--- src/rtl/dac_loader_pkg.sv ---
package dac_loader_pkg;
   // Register select encoding; the decoder depends on bit 1 = channel, bit 0 = part
   typedef enum logic [1:0] {
      SEL_A_LO = 2'b00,
      SEL_A_HI = 2'b01,
      SEL_B_LO = 2'b10,
      SEL_B_HI = 2'b11
   } reg_sel_e;

   localparam int unsigned NUM_CHANNELS = 2;
   localparam int unsigned PARTS_PER_CH = 2;
   localparam int unsigned NUM_INPUT_REGS = NUM_CHANNELS * PARTS_PER_CH;
   localparam int unsigned SEL_W = $clog2(NUM_INPUT_REGS);
endpackage

--- src/rtl/bus_sync.sv ---
module bus_sync #(
   parameter int unsigned        WIDTH   = 1,
   parameter int unsigned        STAGES  = 2,
   parameter logic [WIDTH-1:0]   RST_VAL = '0
) (
   input  logic             clk,
   input  logic             rst_n,
   input  logic [WIDTH-1:0] d,
   output logic [WIDTH-1:0] q
);
   if (STAGES < 2) begin : g_bad_stages
      $error("bus_sync: STAGES must be at least 2");
   end
   if (WIDTH < 1) begin : g_bad_width
      $error("bus_sync: WIDTH must be at least 1");
   end

   logic [WIDTH-1:0] stage_q [STAGES];

   for (genvar s = 0; s < STAGES; s++) begin : g_stage
      if (s == 0) begin : g_first
         always_ff @(posedge clk or negedge rst_n) begin
            if (!rst_n) stage_q[s] <= RST_VAL;
            else        stage_q[s] <= d;
         end
      end else begin : g_rest
         always_ff @(posedge clk or negedge rst_n) begin
            if (!rst_n) stage_q[s] <= RST_VAL;
            else        stage_q[s] <= stage_q[s-1];
         end
      end
   end

   assign q = stage_q[STAGES-1];
endmodule

--- src/rtl/write_decode.sv ---
module write_decode
   import dac_loader_pkg::*;
#(
   parameter int unsigned DATA_W = 8
) (
   input  logic                      clk,
   input  logic                      clr_int_n,
   input  logic                      wr_now_n,
   input  logic                      wr_prev_n,
   input  logic                      cs_prev_n,
   input  logic                      upd_prev_n,
   input  logic [SEL_W-1:0]          sel_prev,
   output logic [NUM_INPUT_REGS-1:0] wr_en,
   output logic                      xfer
);
   logic commit;
   reg_sel_e sel;

   // rising edge of write, chip select sampled alongside the low phase
   assign commit = wr_now_n && !wr_prev_n && !cs_prev_n;
   assign sel    = reg_sel_e'(sel_prev);

   always_comb begin
      wr_en = '0;
      if (commit) begin
         unique case (sel)
            SEL_A_LO: wr_en[0] = 1'b1;
            SEL_A_HI: wr_en[1] = 1'b1;
            SEL_B_LO: wr_en[2] = 1'b1;
            SEL_B_HI: wr_en[3] = 1'b1;
            default:  wr_en    = '0;
         endcase
      end
   end

   // update and write low together in the sampled phase
   assign xfer = !upd_prev_n && !wr_prev_n;

   AST_ONE_TARGET: assert property (@(posedge clk) disable iff (!clr_int_n)
      $onehot0(wr_en)) else $error("more than one input register enabled");

   AST_CS_BLOCKS: assert property (@(posedge clk) disable iff (!clr_int_n)
      cs_prev_n |-> (wr_en == '0)) else $error("write enabled with chip select high");

   logic unused_data_w;
   assign unused_data_w = (DATA_W == 0);
endmodule

--- src/rtl/channel_regs.sv ---
module channel_regs #(
   parameter int unsigned DATA_W = 8,
   parameter int unsigned CODE_W = 12
) (
   input  logic              clk,
   input  logic              clr_int_n,
   input  logic              wr_lo,
   input  logic              wr_hi,
   input  logic              xfer,
   input  logic [DATA_W-1:0] data,
   output logic [CODE_W-1:0] code
);
   localparam int unsigned HI_W = CODE_W - DATA_W;

   if (CODE_W <= DATA_W || HI_W > DATA_W) begin : g_bad_split
      $error("channel_regs: CODE_W must lie in (DATA_W, 2*DATA_W]");
   end

   logic [DATA_W-1:0] in_lo_q, in_lo_d;
   logic [HI_W-1:0]   in_hi_q, in_hi_d;
   logic [CODE_W-1:0] code_q;

   always_comb begin
      in_lo_d = wr_lo ? data : in_lo_q;
      in_hi_d = wr_hi ? data[HI_W-1:0] : in_hi_q;
   end

   always_ff @(posedge clk or negedge clr_int_n) begin
      if (!clr_int_n) begin
         in_lo_q <= '0;
         in_hi_q <= '0;
      end else begin
         in_lo_q <= in_lo_d;
         in_hi_q <= in_hi_d;
      end
   end

   // second rank takes the next-state value so a write ending an update window passes through
   always_ff @(posedge clk or negedge clr_int_n) begin
      if (!clr_int_n)  code_q <= '0;
      else if (xfer)   code_q <= {in_hi_d, in_lo_d};
   end

   assign code = code_q;

   AST_XFER_COPIES: assert property (@(posedge clk) disable iff (!clr_int_n)
      xfer |=> (code_q == {in_hi_q, in_lo_q})) else $error("code register missed transfer");

   AST_CODE_HOLDS: assert property (@(posedge clk) disable iff (!clr_int_n)
      !xfer |=> $stable(code_q)) else $error("code register moved without update");

   AST_INPUT_HOLDS: assert property (@(posedge clk) disable iff (!clr_int_n)
      (!wr_lo && !wr_hi) |=> ($stable(in_lo_q) && $stable(in_hi_q))) else $error("input register moved without write");

   AST_HI_LANDS: assert property (@(posedge clk) disable iff (!clr_int_n)
      wr_hi |=> (in_hi_q == $past(data[HI_W-1:0]))) else $error("high nibble not stored");
endmodule

--- src/rtl/dual_dac_loader.sv ---
module dual_dac_loader
   import dac_loader_pkg::*;
#(
   parameter int unsigned DATA_W      = 8,
   parameter int unsigned CODE_W      = 12,
   parameter int unsigned SYNC_STAGES = 2
) (
   input  logic              clk,
   input  logic              rst_n,
   input  logic [7:0]        bus_data,
   input  logic [1:0]        bus_addr,
   input  logic              cs_n,
   input  logic              wr_n,
   input  logic              upd_n,
   input  logic              clr_n,
   output logic [11:0]       dac_a,
   output logic [11:0]       dac_b
);
   localparam int unsigned BUNDLE_W = DATA_W + SEL_W + 3;

   if (DATA_W != 8 || CODE_W != 12) begin : g_bad_port_width
      $error("dual_dac_loader: port widths are fixed at 8-bit bus and 12-bit codes");
   end

   // clear: asserts at once, releases through the synchroniser
   logic arst_n, clr_int_n;
   assign arst_n = rst_n & clr_n;

   bus_sync #(.WIDTH(1), .STAGES(SYNC_STAGES), .RST_VAL(1'b0)) u_clr_sync (
      .clk   (clk),
      .rst_n (arst_n),
      .d     (1'b1),
      .q     (clr_int_n)
   );

   // bus and strobes travel together so address and data align with the write edge
   logic [BUNDLE_W-1:0] bundle_in, bundle_now, bundle_prev;
   assign bundle_in = {upd_n, cs_n, wr_n, bus_addr, bus_data};

   bus_sync #(.WIDTH(BUNDLE_W), .STAGES(SYNC_STAGES), .RST_VAL({3'b111, {(BUNDLE_W-3){1'b0}}})) u_bus_sync (
      .clk   (clk),
      .rst_n (rst_n),
      .d     (bundle_in),
      .q     (bundle_now)
   );

   always_ff @(posedge clk or negedge rst_n) begin
      if (!rst_n) bundle_prev <= {3'b111, {(BUNDLE_W-3){1'b0}}};
      else        bundle_prev <= bundle_now;
   end

   logic              wr_now_n, wr_prev_n, cs_prev_n, upd_prev_n;
   logic [SEL_W-1:0]  sel_prev;
   logic [DATA_W-1:0] data_prev;

   assign wr_now_n   = bundle_now[DATA_W+SEL_W];
   assign wr_prev_n  = bundle_prev[DATA_W+SEL_W];
   assign cs_prev_n  = bundle_prev[DATA_W+SEL_W+1];
   assign upd_prev_n = bundle_prev[DATA_W+SEL_W+2];
   assign sel_prev   = bundle_prev[DATA_W +: SEL_W];
   assign data_prev  = bundle_prev[DATA_W-1:0];

   logic [NUM_INPUT_REGS-1:0] wr_en;
   logic                      xfer;

   write_decode #(.DATA_W(DATA_W)) u_decode (
      .clk        (clk),
      .clr_int_n  (clr_int_n),
      .wr_now_n   (wr_now_n),
      .wr_prev_n  (wr_prev_n),
      .cs_prev_n  (cs_prev_n),
      .upd_prev_n (upd_prev_n),
      .sel_prev   (sel_prev),
      .wr_en      (wr_en),
      .xfer       (xfer)
   );

   logic [CODE_W-1:0] codes [NUM_CHANNELS];

   for (genvar c = 0; c < NUM_CHANNELS; c++) begin : g_channel
      channel_regs #(.DATA_W(DATA_W), .CODE_W(CODE_W)) u_ch (
         .clk       (clk),
         .clr_int_n (clr_int_n),
         .wr_lo     (wr_en[PARTS_PER_CH*c]),
         .wr_hi     (wr_en[PARTS_PER_CH*c+1]),
         .xfer      (xfer),
         .data      (data_prev),
         .code      (codes[c])
      );
   end

   assign dac_a = codes[0];
   assign dac_b = codes[1];

   always @(posedge clk) begin
      if (!clr_int_n) begin
         AST_CLEAR_ZERO: assert (dac_a == '0 && dac_b == '0)
            else $error("codes not cleared");
      end
   end

   AST_PAIR_MOVES: assert property (@(posedge clk) disable iff (!clr_int_n)
      (!$stable(dac_a) || !$stable(dac_b)) |-> $past(xfer)) else $error("code changed outside update");
endmodule

--- config.mk ---
export PLATFORM = sky130hd
export DESIGN_NAME = dual_dac_loader
export DESIGN_NICKNAME = d
export VERILOG_FILES = /design/src/rtl/dac_loader_pkg.sv /design/src/rtl/bus_sync.sv /design/src/rtl/write_decode.sv /design/src/rtl/channel_regs.sv /design/src/rtl/dual_dac_loader.sv
export SDC_FILE = /design/constraint.sdc
export NUM_CORES = 1
export LEC_CHECK = 0
export CAP_MARGIN = 10
export CORE_ASPECT_RATIO = 1.4
export CORE_MARGIN = 2
export CORE_UTILIZATION = 30
export CTS_CLUSTER_SIZE = 8
export DETAILED_ROUTE_END_ITERATION = 16
export DONT_BUFFER_PORTS = 1
export HOLD_SLACK_MARGIN = 0.12
export REMOVE_ABC_BUFFERS = 1
export SETUP_SLACK_MARGIN = 0.4
export SLEW_MARGIN = 0
export SYNTH_ARGS = -nofsm -noshare
export SYNTH_HDL_FRONTEND = slang
export SYNTH_SLANG_ARGS = --single-unit
--- constraint.sdc ---
create_clock -name clk -period 1.8 [get_ports clk]
set_clock_uncertainty 0.2 [all_clocks]
set_input_delay 0.27 -clock clk [delete_from_list [all_inputs] [get_ports clk]]
set_output_delay 0.27 -clock clk [all_outputs]
set_load 0.005 [all_outputs]
**After elaboration in Yosys (flattened, before gate mapping)**

Index checks and enable logic that the tools add are counted.

- Equal/unequal tests: 3
- Muxes and demuxes: 9
- Bitwise logic cells: 1
- Reductions and logical operators: 7

Operators by type and width:

| cell | number |
|---|---|
| 8-bit two-way mux | 2 |
| 4-bit two-way mux | 3 |
| 2-bit == test (second input constant) | 2 |
| 1-bit two-way mux | 4 |
| 1-bit logical AND | 3 |
| 1-bit zero test | 3 |
| 2-bit by 1-bit == test with 1-bit output (second input constant) | 1 |
| 2-bit zero test | 1 |
| 1-bit bitwise AND | 1 |

- Flip-flop bits (word level): 89
- Logic and storage cells: 31

**Depth between registers and ports, before layout**

Gate-level depths: netlist of run 1.

- Word-level depth: 5
- Gate-level depth with buffers: 5
- Gate-level depth less buffers: 3

**Hierarchy**

A second synthesis of run 1 with hierarchy kept.

- Cells, all modules: 162
- Area, all modules: 3098.0 um^2

Modules (own cells, without submodules):

| module | instances | cells an instance | area each (um^2) | sequential area each (um^2) |
|---|---|---|---|---|
| channel_regs | 2 | 50 | 949.7 | 600.6 |
| bus_sync at u_bus_sync | 1 | 39 | 755.7 | 658.1 |
| dual_dac_loader | 1 | 15 | 339.1 | 329.1 |
| write_decode | 1 | 6 | 53.8 | 0.0 |
| bus_sync at u_clr_sync | 1 | 2 | 50.0 | 50.0 |

**Worst setup path after synthesis of run 1**

OpenSTA, ideal clock, no wires.

- Kind: register -> register
- Start: register u_bus_sync.stage_q, in the netlist u_bus_sync.q[10]
- End: register g_channel[0].u_ch.code_q[5]
- Library setup time: 141 ps
- Data arrival time: 1438 ps
- Data required time: 1459 ps
- Path slack: 20 ps
- Stages on the path, launching flop included: 6
- Buffers on the path: 2
- Cells stage by stage: dfstp_2 > or4b_4 > buf_6 > buf_6 > o21ai_2 > a31oi_1

- Cells in the longest elaborated chain, start to end: 4

Ends and longest elaborated chain:

| what | line | text |
|---|---|---|
| start: declaration | bus_sync.sv:18 | `logic [WIDTH-1:0] stage_q [STAGES];` |
| start signal: indexed assignment | bus_sync.sv:29 | `else stage_q[s] <= stage_q[s-1];` |
| 1-bit logical AND (2 in a row) | write_decode.sv:20 | `assign commit = wr_now_n && !wr_prev_n && !cs_prev_n;` |
| 4-bit two-way mux | write_decode.sv:25 | `if (commit) begin` |
| 8-bit two-way mux | channel_regs.sv:24 | `in_lo_d = wr_lo ? data : in_lo_q;` |
| end signal: assignment | channel_regs.sv:41 | `else if (xfer) code_q <= {in_hi_d, in_lo_d};` |
| end: declaration | channel_regs.sv:21 | `logic [CODE_W-1:0] code_q;` |

Every way passes these cells.
A chain may end at the register's enable or synchronous reset.

**Final worst setup path of run 1**

- Start: register u_bus_sync.stage_q, in the netlist u_bus_sync.q[10]
- End: register g_channel[0].u_ch.code_q[4]

The elaborated chain is that of the path after synthesis.

==> summary.txt, run 1 <==
Routing
  – DR WL/cell: about 14 um
  – Starting DRT DRC Count: between 100 and 150
  – Antenna-violating nets left: 0
  – Total number of vias: 1841
  – DRC errors left: 0
  – Pre-antenna DRT Iters: 4
  – Via density: approximately 4.5
  – Routed wire length: roughly 5900 um

CTS
  – TritonCTS clock tree: yes
  – Clock buffer depth: 2
  – Clk sink count: 89
  – Worst-Skew Late Latency: approximately 0.34 ns
  – Root Buffer: clkbuf_16
  – CTS Buf Count: 9
  – CTS H-tree depth: 3
  – Reg clk slew, reported paths: 0.06 ns

Power
  – Sequential share of power: about half
  – Power density over cell area: approximately 1200 nW/um^2
  – Int Power: around 3800 uW
  – P_sw: roughly 1200 uW
  – Sw frac: about a quarter
  – Tot Pwr: just under 5000 uW
  – Comb power frac: between 10% and 20%
  – Clock network power share: 40.9%
  – P_leak: roughly 0.0018 uW
  – Max IR drop VDD: roughly 0.00057 V

STA
  – Slew Viols, Final: 0
  – Final Setup Violations: 0
  – Worst slew pin tran: 0.6115 ns
  – Min cycle time layout: 1.740 ns
  – Max transition margin: roughly three fifths
  – Final Hold Fails: 0
  – Max Clock Freq: around 570 MHz
  – Setup TNS: 0 ns
  – Final period util: 96.67%
  – RSZ-0062 raised after global routing: yes
  – Final Hold Slack: around 0.15 ns

Cells and area
  – Fin util: 41.56%
  – # fillers: 943
  – Area growth, synth to finish: 35.25%
  – Number of diodes: 0
  – Nets@finish: slightly below 300
  – Share of layout cells above drive strength 1: between 30% and 40%

Synthesis
  – Synth area leaders: dfrtp_1 66%, dfstp_2 7.8%, nand2_1 4.4%
  – Primary FF master, synth: dfrtp_1
  – Largest area contributor in the netlist: dfrtp_1
  – Asr flop ratio synth: 100.0%
  – Cell count after synthesis: around 230
  – Yosys warning total: 0
  – EDFF count, synth: 0
  – Distinct cell type count after synthesis: 20
  – Synthesized area per cell: roughly 13 um^2
  – Most frequent cell after synthesis: dfrtp_1
  – Commonest cells post-synth: 80 x dfrtp_1, 36 x nand2_1, 18 x o21ai_0, 17 x nor2_1, 16 x a31oi_1
  – Yosys top cell area share: between 60 and 70%
  – Post-Syn Area: 3042 um^2
  – Post-synthesis sequential area ratio: between 70% and 80%
  – Synth Register Bits: between 80 and 90

Placed design
  – GPL Wtd Cong: between 0.7 and 0.8
  – Hpwl dp: between 3000 and 4000 um
  – IO Port Bufs: 0

Global route
  – Largest net degree at the start of global routing: 49
  – Global-route wire length before repair: ~9400 um
  – Total Routing Usage GR: a little under an eighth
  – Initial antenna violation count: 0
  – Vias in the first global route: around 1900
  – GRT overflow: 0

Hold path
  – Worst hold-check path type: reg -> reg

Floorplanning
  – I/O pin count: 40
  – Std cell rows: between 40 and 50
  – Core area: between 9000 and 10000 um^2
  – Die H: approximately 120 um
  – Die X: between 80 and 90 um
  – Die area: 10970 um^2
  – Initial Util: 30.73%

Run status
  – Status: completed

Flow run
  – Max_cap viols: 0

Critical path
  – Worst path arrival time: 1.75 ns
  – Critical Path Start Type: flip-flop
  – CP max FO: 8
  – Endpoint class of the critical path: flip-flop
  – Setup CP Type: reg -> reg
  – Worst EP required: approximately 1.8 ns
## power by group through the flow
stage,registers [uW],clock network (uW),logic [uW]
after floorplan,2400,0,257
final,2410,2010,490
after CTS,2400,2060,423
after detailed placement,2430,0,352
after global routing,2450,2130,548
after global placement,2430,0,340
## stage by stage
| stage | cells | instance area [um^2] | setup slack (ns) |
|---|---|---|---|
| 2_1_floorplan | 220 | 2974 | -0.8023 |
| 3_3_place_gp | 367 | 3254 | 0.01399 |
| 3_5_place_dp | 367 | 3254 | -0.02786 |
| 4_1_cts | 408 | 3852 | 0.1103 |
| 5_1_grt | 413 | 4114 | 0.01727 |
| 6_report | 413 | 4114 | 0.05995 |
## area by class of cell
| cell class | count | area [um^2] | share of cell area [%] |
|---|---|---|---|
| timing repair buffer | 41 | 401.6 | 9.763 |
| multi-input combinational | 132 | 973.4 | 23.66 |
| clock inverter | 6 | 90.09 | 2.190 |
| clock buffer | 10 | 239.0 | 5.809 |
| tap | 135 | 168.9 | 4.106 |
| sequential | 89 | 2241 | 54.47 |
## flip-flops by register name, summed over array words and instances, names as in the netlist
name and flops:
u_bus_sync.q 13, u_bus_sync.stage_q 13, u_clr_sync.stage_q 1, g_channel.u_ch.in_hi_q 8, bundle_prev 13, u_clr_sync.q 1
g_channel.u_ch.in_lo_q 16, g_channel.u_ch.code 24
## metal layers
metal | vias up | global-route usage, % | share of wire, %
li1 | 881 | - | -
met1 | 908 | 14.06 | 42
met2 | 39 | 17.22 | 49
met3 | 13 | 3.872 | 6.0
met4 | 0 | 7.276 | 3.4
met5 | - | 0 | 0
## kinds of logic after synthesis
logic type	after synthesis	share of synthesized area [%]
compound gates	64	14.23
buf+inv	13	2.221
flops	89	73.59
other cells	1	0.1233
simple gates	66	9.831
## critical path, cell delays in order (launching register included)
cell,delay (ns)
dfstp_2,0.55
or4b_4,0.57
o21ai_4,0.20
a31oi_4,0.10
## final timing paths
kind                                               to  slack, ns        startpoint  cells after the start
setup / recovery            g_channel[0].u_ch.code[4]       0.06  u_bus_sync.q[10]                      3
hold reg to reg                        bundle_prev[0]       0.15   u_bus_sync.q[0]                      0
hold / removal                         bundle_prev[0]       0.15   u_bus_sync.q[0]                      0
min in group asynchronous  g_channel[1].u_ch.code[10]       0.16      u_clr_sync.q                      1
setup reg to reg            g_channel[0].u_ch.code[4]       0.06  u_bus_sync.q[10]                      3
max in group asynchronous                u_clr_sync.q       0.67             clr_n                      3
## cells in the final DEF (no fill, tap or decap), types with 2 or more instances in the layout
master and count:
a31oi_1 15, nand2_4 4, o22a_1 8, nand2_2 8, o21ai_1 4, buf_6 9, dlygate4sd3_1 16, dfstp_2 9
nand2_1 24, o21ai_0 2, nor2b_1 8, a21boi_2 4, buf_4 14, a21boi_1 4, o21ai_4 6, o21bai_1 8
clkbuf_16 9, dfrtp_1 78, bufinv_16 2, dfrtp_2 2, or4b_4 2, nor2_1 16, o21ai_2 12
## what timing repair did
item | 4_1_cts | 5_1_grt
gates resized for setup | 25 | 58
pin swaps | 13 | 15
gates cloned | 1 | 2
endpoints found under the hold margin | 54 | 0
buffers inserted | 7 | 3
hold buffers | 17 | 0
endpoints found under the setup margin | 48 | 48
No activity file was read; power rests on OpenSTA's default activity.
==> run 2: changes to the inputs <==
Settings changed: SYNTH_HIERARCHICAL set to 1.
==> summary.txt, run 2 <==
Run status
  – Status: finished, violations left
  – Failing checks: setup timing

Critical path
  – Critical Path Start Type: flip-flop
  – CP delay by family, top: multiplexers
  – Endpoint class of the critical path: flip-flop
  – WP buf/inv: 1 (+1)
  – Critical-path top delay cell: dfstp_2
  – CP max stage delay: 0.55 ns (-0.02 ns)
  – Worst EP required: 1.81 ns (about the same)
  – Setup CP Type: reg -> reg
  – R2R cell count: 5 (+2)
  – CP Depth: 5 (+2)
  – CP cell instances: nand2b_4 > nor4b_2 > buf_4 > mux2_4 > mux2_4
  – Worst path arrival time: 2.00 ns (+0.25 ns)
  – CP max FO: 8 (unchanged)
  – CP most frequent cell: mux2_4

Flow run
  – Max_cap viols: 0 (unchanged)

Placed design
  – GPL Wtd Cong: 0.7012 (-4.6%)
  – Hpwl dp: 2963 um (-14%)
  – IO Port Bufs: 0 (unchanged)
  – Worst slack at placement: -0.1827 ns (-0.1549 ns)
  – Placed instance count: 287 (-22%)

Synthesis
  – Most frequent cell after synthesis: dfrtp_1
  – Post-Syn Area: 3098 um^2 (+1.9%)
  – Synth area leaders: dfrtp_1 65%, mux2_4 16%, dfstp_2 7.6%
  – Post-synthesis sequential area ratio: 72.25% (-1.3 points)
  – Synth Register Bits: 89 (unchanged)
  – Multiplexer share of the synthesized area: 21.32% (+21 points)
  – Post-synthesis simple-gate area fraction: 1.939% (-7.9 points)
  – EDFF count, synth: 0 (unchanged)
  – Adder-cell share of the synthesized area: 0% (unchanged)
  – Synthesized area per cell: 19.12 um^2 (+46%)
  – Primary FF master, synth: dfrtp_1
  – Complex-gate fraction of the synthesized area: 0% (-14 points)
  – Yosys warning total: 6 (+6)
  – Combinational family with the most area after synthesis: multiplexers
  – Largest area contributor in the netlist: dfrtp_1
  – Asr flop ratio synth: 100.0% (unchanged)
  – Distinct cell type count after synthesis: 13 (-35%)
  – Commonest cells post-synth: 80 x dfrtp_1, 32 x mux2_4, 16 x mux2_2, 15 x buf_4, 9 x dfstp_2
  – Cell count after synthesis: 162 (-30%)
  – Yosys top cell area share: 64.62% (-1.2 points)
  – Synth Area in XOR/XNOR: 0% (unchanged)

Global route
  – Vias in the first global route: 1423 (-24%)
  – Global-route wire length before repair: 7948 um (-15%)
  – Total Routing Usage GR: 9.242% (-2.3 points)
  – Largest net degree at the start of global routing: 41 (-16%)
  – GRT overflow: 0 (unchanged)
  – Initial antenna violation count: 0 (unchanged)

CTS
  – Worst-Skew Late Latency: 0.32 ns (-0.02 ns)
  – CTS Buf Count: 9 (unchanged)
  – Clk sink count: 89 (unchanged)
  – Reg clk slew, reported paths: 0.06 ns (about the same)
  – TritonCTS clock tree: yes
  – Clock buffer depth: 2 (unchanged)
  – Cts hold-fix bufs: 17 (unchanged)
  – Postcts setup bufs: 0 (-7)
  – CTS H-tree depth: 3 (unchanged)
  – Root Buffer: clkbuf_16

STA
  – Final Hold Fails: 0 (unchanged)
  – Max transition margin: 63.10% (+3.9 points)
  – RSZ-0062 raised after global routing: yes
  – Slew Viols, Final: 0 (unchanged)
  – Final period util: 110.4% (+14 points)
  – Final Hold Slack: 0.05954 ns (-0.08754 ns)
  – Min cycle time layout: 1.988 ns (+0.2476 ns)
  – Final worst slack: -0.1877 ns (-0.2476 ns)
  – Worst slew pin tran: 0.5535 ns (-0.05801 ns)
  – Max Clock Freq: 503.1 MHz (-12%)
  – Final Setup Violations: 24 (+24)

Routing
  – Pre-antenna DRT Iters: 3 (-1)
  – DRC errors left: 0 (unchanged)
  – Starting DRT DRC Count: 56 (-48%)
  – Antenna-violating nets left: 0 (unchanged)
  – DR WL/cell: 14.55 um (+2.2%)
  – Total number of vias: 1268 (-31%)
  – Routed wire length: 4657 um (-21%)
  – Via density: 3.963 (-11%)

Cells and area
  – Nets@finish: 196 (-32%)
  – Most frequent cells in the layout: 79 x dfrtp_1, 40 x mux2_4, 16 x dlygate4sd3_1, 9 x dfstp_2, 9 x clkbuf_16
  – Number of diodes: 0 (unchanged)
  – Share of layout cells above drive strength 1: 45.41% (+12 points)
  – Area growth, synth to finish: 19.79%
  – # fillers: 963 (+2.1%)
  – Post-Layout Cell Count: 320 (-23%)
  – Max reg flops: 24 (unchanged)
  – Commonest non-fill, non-tap cell in the layout: dfrtp_1

Floorplanning
  – I/O pin count: 40 (unchanged)
  – Die area: 11170 um^2 (+1.8%)
  – Die H: 124.2 um (+0.89%)
  – Std cell rows: 43 (unchanged)
  – Initial Util: 30.96% (+0.23 points)
  – Die X: 89.89 um (+0.88%)
  – Core area: 10010 um^2 (+1.1%)

Hold path
  – Worst hold-check path type: reg -> async

Power
  – P_leak: 0.001641 uW (-8.4%)
  – Max IR drop VDD: 0.0005833 V (+3.1%)
  – Power density over cell area: 1284 nW/um^2 (+7.4%)
-- run 2: changes by cell type in the layout (fill, tap and decap cells not counted), moves of 9 or more --
cell	previous run	this run
mux2_4	0	40
nand2_1	24	0
nor2_1	16	0
a31oi_1	15	0
o21ai_2	12	0
buf_4	14	5
buf_6	9	0
-- run 2: metal layers --
layer / GRT usage, % / wire, um / up-vias
met4: 4.887 / 93 / 0
li1: - / - / 566
met2: 14.17 / 2296 / 28
met5: 0 / 0 / -
met1: 11.24 / 2001 / 669
met3: 3.634 / 266 / 5
-- run 2: logic make-up after synthesis --
kind of cell,count (synthesis)
simple gates,7
mux,48
other cells,1
flops,89
buf+inv,17
-- run 2: layout make-up --
type	count	area [um^2]	area share [%]
multi-input combinational	56	784.5	21.14
clock buffer	13	240.2	6.473
sequential	89	2240	60.35
timing repair buffer	24	257.7	6.945
clock inverter	3	20.02	0.5394
tap	135	168.9	4.552
-- run 2: repair_timing --
item                                   CTS  global route
resized for setup                        9             1
pin swaps                                1             0
endpoints found under the hold margin   77            13
setup endpoints to repair               48            48
-- run 2: per-stage QoR --
step	instance area, um^2	power [uW]	util, %	TNS [ns]
global placement	3231	3106	32.28	-3.385
CTS	3705	4867	37.02	-3.537
finish	3711	4765	37.08	-3.178
floorplan	2963	2962	-	-36.09
global route	3711	5032	37.08	-4.723
detailed placement	3231	3125	32.28	-3.621
-- run 2: worst paths after layout --
kind                                              from  slack, ns                            to
worst max-delay path                  u_bus_sync/q[10]      -0.19     g_channel[1].u_ch/code[2]
worst min-delay path                      u_clr_sync/q       0.06  g_channel[0].u_ch/in_hi_q[1]
worst max register to register        u_bus_sync/q[10]      -0.19     g_channel[1].u_ch/code[2]
worst min register to register            u_clr_sync/q       0.06  g_channel[0].u_ch/in_hi_q[1]
max in group asynchronous                        clr_n       0.62                  u_clr_sync/q
min in group clk                u_bus_sync/stage_q[18]       0.14               u_bus_sync/q[5]
-- run 2: worst reg2reg max path, stage by stage (launching register included) --
cell and delay (ns):
dfstp_2 0.55, nand2b_4 0.07, nor4b_2 0.21, buf_4 0.25, mux2_4 0.33, mux2_4 0.26
-- run 2: power breakdown --
group          switching (uW)  internal, uW  leakage (uW)  total (uW)
sequential                227          2350       0.00106        2580
clock                     681           934      0.000120        1610
combinational             162           409      0.000463         570
==> run 3: changes to the inputs <==
Settings changed: ABC_AREA set to 1, ABC_CLOCK_PERIOD_IN_PS set to 1800, BUFFER_PORTS_ARGS set to -buffer_cell sky130_fd_sc_hd__buf_2, DONT_BUFFER_PORTS 1 to not set.
==> summary.txt, run 3 <==
Run status
  – Status: completed

Critical path
  – Worst path arrival time: 1.51 ns (-0.49 ns)
  – Critical-path top delay cell: dfstp_2
  – Worst EP required: 1.82 ns (about the same)
  – Endpoint class of the critical path: flip-flop
  – Critical Path Start Type: flip-flop
  – CP most frequent cell: nor2_4
  – CP max stage delay: 0.57 ns (+0.02 ns)
  – CP max FO: 8 (unchanged)
  – CP cell instances: nor2_4 > nand2_4 > nor2_4 > buf_6 > clkinv_8 > nand2_2 > and2_1
  – Setup CP Type: reg -> reg

Synthesis
  – Synthesized area per cell: 10.45 um^2 (-45%)
  – Largest area contributor in the netlist: dfrtp_1
  – EDFF count, synth: 0 (unchanged)
  – Synth area leaders: dfrtp_1 61%, nand2_1 11%, dfstp_2 7.2%
  – Commonest cells post-synth: 99 x nand2_1, 80 x dfrtp_1, 45 x inv_1, 24 x and2_1, 24 x nand3_1
  – Synth Register Bits: 89 (unchanged)
  – Yosys top cell area share: 61.00% (-3.6 points)
  – Yosys warning total: 6 (unchanged)
  – Distinct cell type count after synthesis: 14 (+1)
  – Cell count after synthesis: 314 (+94%)
  – Most frequent cell after synthesis: nand2_1
  – Primary FF master, synth: dfrtp_1
  – Asr flop ratio synth: 100.0% (unchanged)
  – Post-Syn Area: 3282 um^2 (+5.9%)
  – Post-synthesis sequential area ratio: 68.20% (-4.0 points)

Routing
  – Antenna-violating nets left: 0 (unchanged)
  – Pre-antenna DRT Iters: 4 (+1)
  – DRC errors left: 0 (unchanged)
  – Total number of vias: 2035 (+60%)
  – Routed wire length: 5675 um (+22%)
  – Via density: 3.944 (-0.47%)
  – Starting DRT DRC Count: 98 (+75%)
  – DR WL/cell: 11.00 um (-24%)

STA
  – Slew Viols, Final: 0 (unchanged)
  – Final Hold Slack: 0.1457 ns (+0.08616 ns)
  – Setup TNS: 0 ns (+3.178 ns)
  – Final Hold Fails: 0 (unchanged)
  – Final period util: 83.00% (-27 points)
  – Final Setup Violations: 0 (-100%)
  – RSZ-0062 raised after global routing: yes
  – Max Clock Freq: 669.3 MHz (+33%)
  – Min cycle time layout: 1.494 ns (-0.4937 ns)

Cells and area
  – Most frequent cells in the layout: 79 x dfrtp_1, 77 x nand2_1, 43 x inv_1, 39 x buf_2, 20 x and2_1
  – Max reg flops: 24 (unchanged)
  – Share of layout cells above drive strength 1: 33.33% (-12 points)
  – Commonest non-fill, non-tap cell in the layout: dfrtp_1
  – # fillers: 1048 (+8.8%)
  – Number of diodes: 0 (unchanged)
  – Area growth, synth to finish: 29.97%
  – Nets@finish: 386 (+97%)

Power
  – Max IR drop VDD: 0.0005871 V (+0.64%)
  – P_leak: 0.002112 uW (+29%)
  – Power density over cell area: 1097 nW/um^2 (-15%)
  – Tot Pwr: 4678 uW (-1.8%)

CTS
  – Clk sink count: 89 (unchanged)
  – TritonCTS clock tree: yes
  – Root Buffer: clkbuf_16
  – CTS H-tree depth: 3 (unchanged)
  – Reg clk slew, reported paths: 0.06 ns (about the same)
  – Clock buffer depth: 2 (unchanged)
  – Postcts setup bufs: 0 (unchanged)
  – CTS Buf Count: 9 (unchanged)
  – Worst-Skew Late Latency: 0.33 ns (about the same)

Floorplanning
  – Die X: 92.40 um (+2.8%)
  – Initial Util: 30.52% (-0.44 points)
  – Die H: 127.8 um (+2.8%)
  – Core area: 10750 um^2 (+7.5%)
  – Die area: 11800 um^2 (+5.7%)
  – Std cell rows: 45 (+4.7%)
  – I/O pin count: 40 (unchanged)

Hold path
  – Worst hold-check path type: in -> async

Placed design
  – Hpwl dp: 3663 um (+24%)
  – GPL Wtd Cong: 0.7511 (+7.1%)
  – IO Port Bufs: 39 (+39)

Global route
  – GRT overflow: 0 (unchanged)
  – Initial antenna violation count: 0 (unchanged)
  – Total Routing Usage GR: 11.03% (+1.8 points)
  – Global-route wire length before repair: 10070 um (+27%)
  – Largest net degree at the start of global routing: 49 (+20%)
  – Vias in the first global route: 2193 (+54%)

Flow run
  – Max_cap viols: 0 (unchanged)
## run 3: cell types whose count changed after synthesis, moves of 3 or more
cell and delta:
nand2_1 +99, inv_1 +45, mux2_4 -32, nand3_1 +24, and2_1 +23, mux2_2 -16
buf_6 +4, nor2_1 +4, nand2_2 +3
## run 3: what timing repair did
item                       4_1_cts  5_1_grt
pin swaps                        1        9
hold buffers                    17        0
setup endpoints to repair       48       48
cloned                           2        0
resized for setup               17       60
hold endpoints to repair       102        0
## run 3: critical path, delay by kind of cell (launching register included)
kind                   cells  cell delay (ns)
and+or+nand+nor            5             0.40
buffers and inverters      2             0.21
DFF                        1             0.57
## run 3: area by class of cell
cell class                 instances  area (um^2)  share of cell area [%]
clock buffer                      13        250.2                   5.867
tap                              141        176.4                   4.136
multi-input combinational        157        904.6                   21.21
timing repair buffer              64        457.9                   10.74
sequential                        89         2240                   52.51
inverter                          49        219.0                   5.133
clock inverter                     3        17.52                  0.4107
## run 3: power by group
part	total, uW	switching, uW	internal [uW]
clock network	1660	696	968
logic	655	338	318
registers	2360	97.4	2260
## run 3: layer usage
layer	GRT usage (%)	up-vias	share of wire, %
met5	0	-	0
met1	12.77	955	43
met3	3.586	14	4.5
li1	-	1026	-
met2	17.82	40	49
met4	6.497	0	3.2
## run 3: logic make-up (layout without fill, tap and decap cells)
| group | Yosys count | after routing | share of synthesized area [%] |
|---|---|---|---|
| simple gates | 156 | 156 | 20.89 |
| other cells | 1 | 1 | 0.1143 |
| flops | 89 | 89 | 68.20 |
| buf+inv | 68 | 129 | 10.79 |
## run 3: per-stage QoR
stage	util, %	instance area [um^2]	instances	setup WS, ns
CTS	37.61	4045	516	0.3086
floorplan	-	3117	295	-0.1448
global route	39.66	4265	516	0.2607
detailed placement	33.10	3560	481	0.2776
global placement	33.10	3560	481	0.3172
finish	39.66	4265	516	0.3060
## run 3: path summary, 6_finish.rpt
check | start | slack (ns) | cells past startpoint | end
worst max register to register | bundle_prev[10] | 0.31 | 7 | g_channel[1].u_ch/in_lo_q[4]
worst min-delay path | clr_n | 0.15 | 4 | u_clr_sync/stage_q[1]
min in group clk | u_bus_sync/stage_q[19] | 0.15 | 0 | u_bus_sync/q[6]
worst min register to register | u_bus_sync/stage_q[19] | 0.15 | 0 | u_bus_sync/q[6]
worst max-delay path | bundle_prev[10] | 0.31 | 7 | g_channel[1].u_ch/in_lo_q[4]
max in group asynchronous | u_clr_sync/q | 0.56 | 2 | g_channel[1].u_ch/in_lo_q[5]
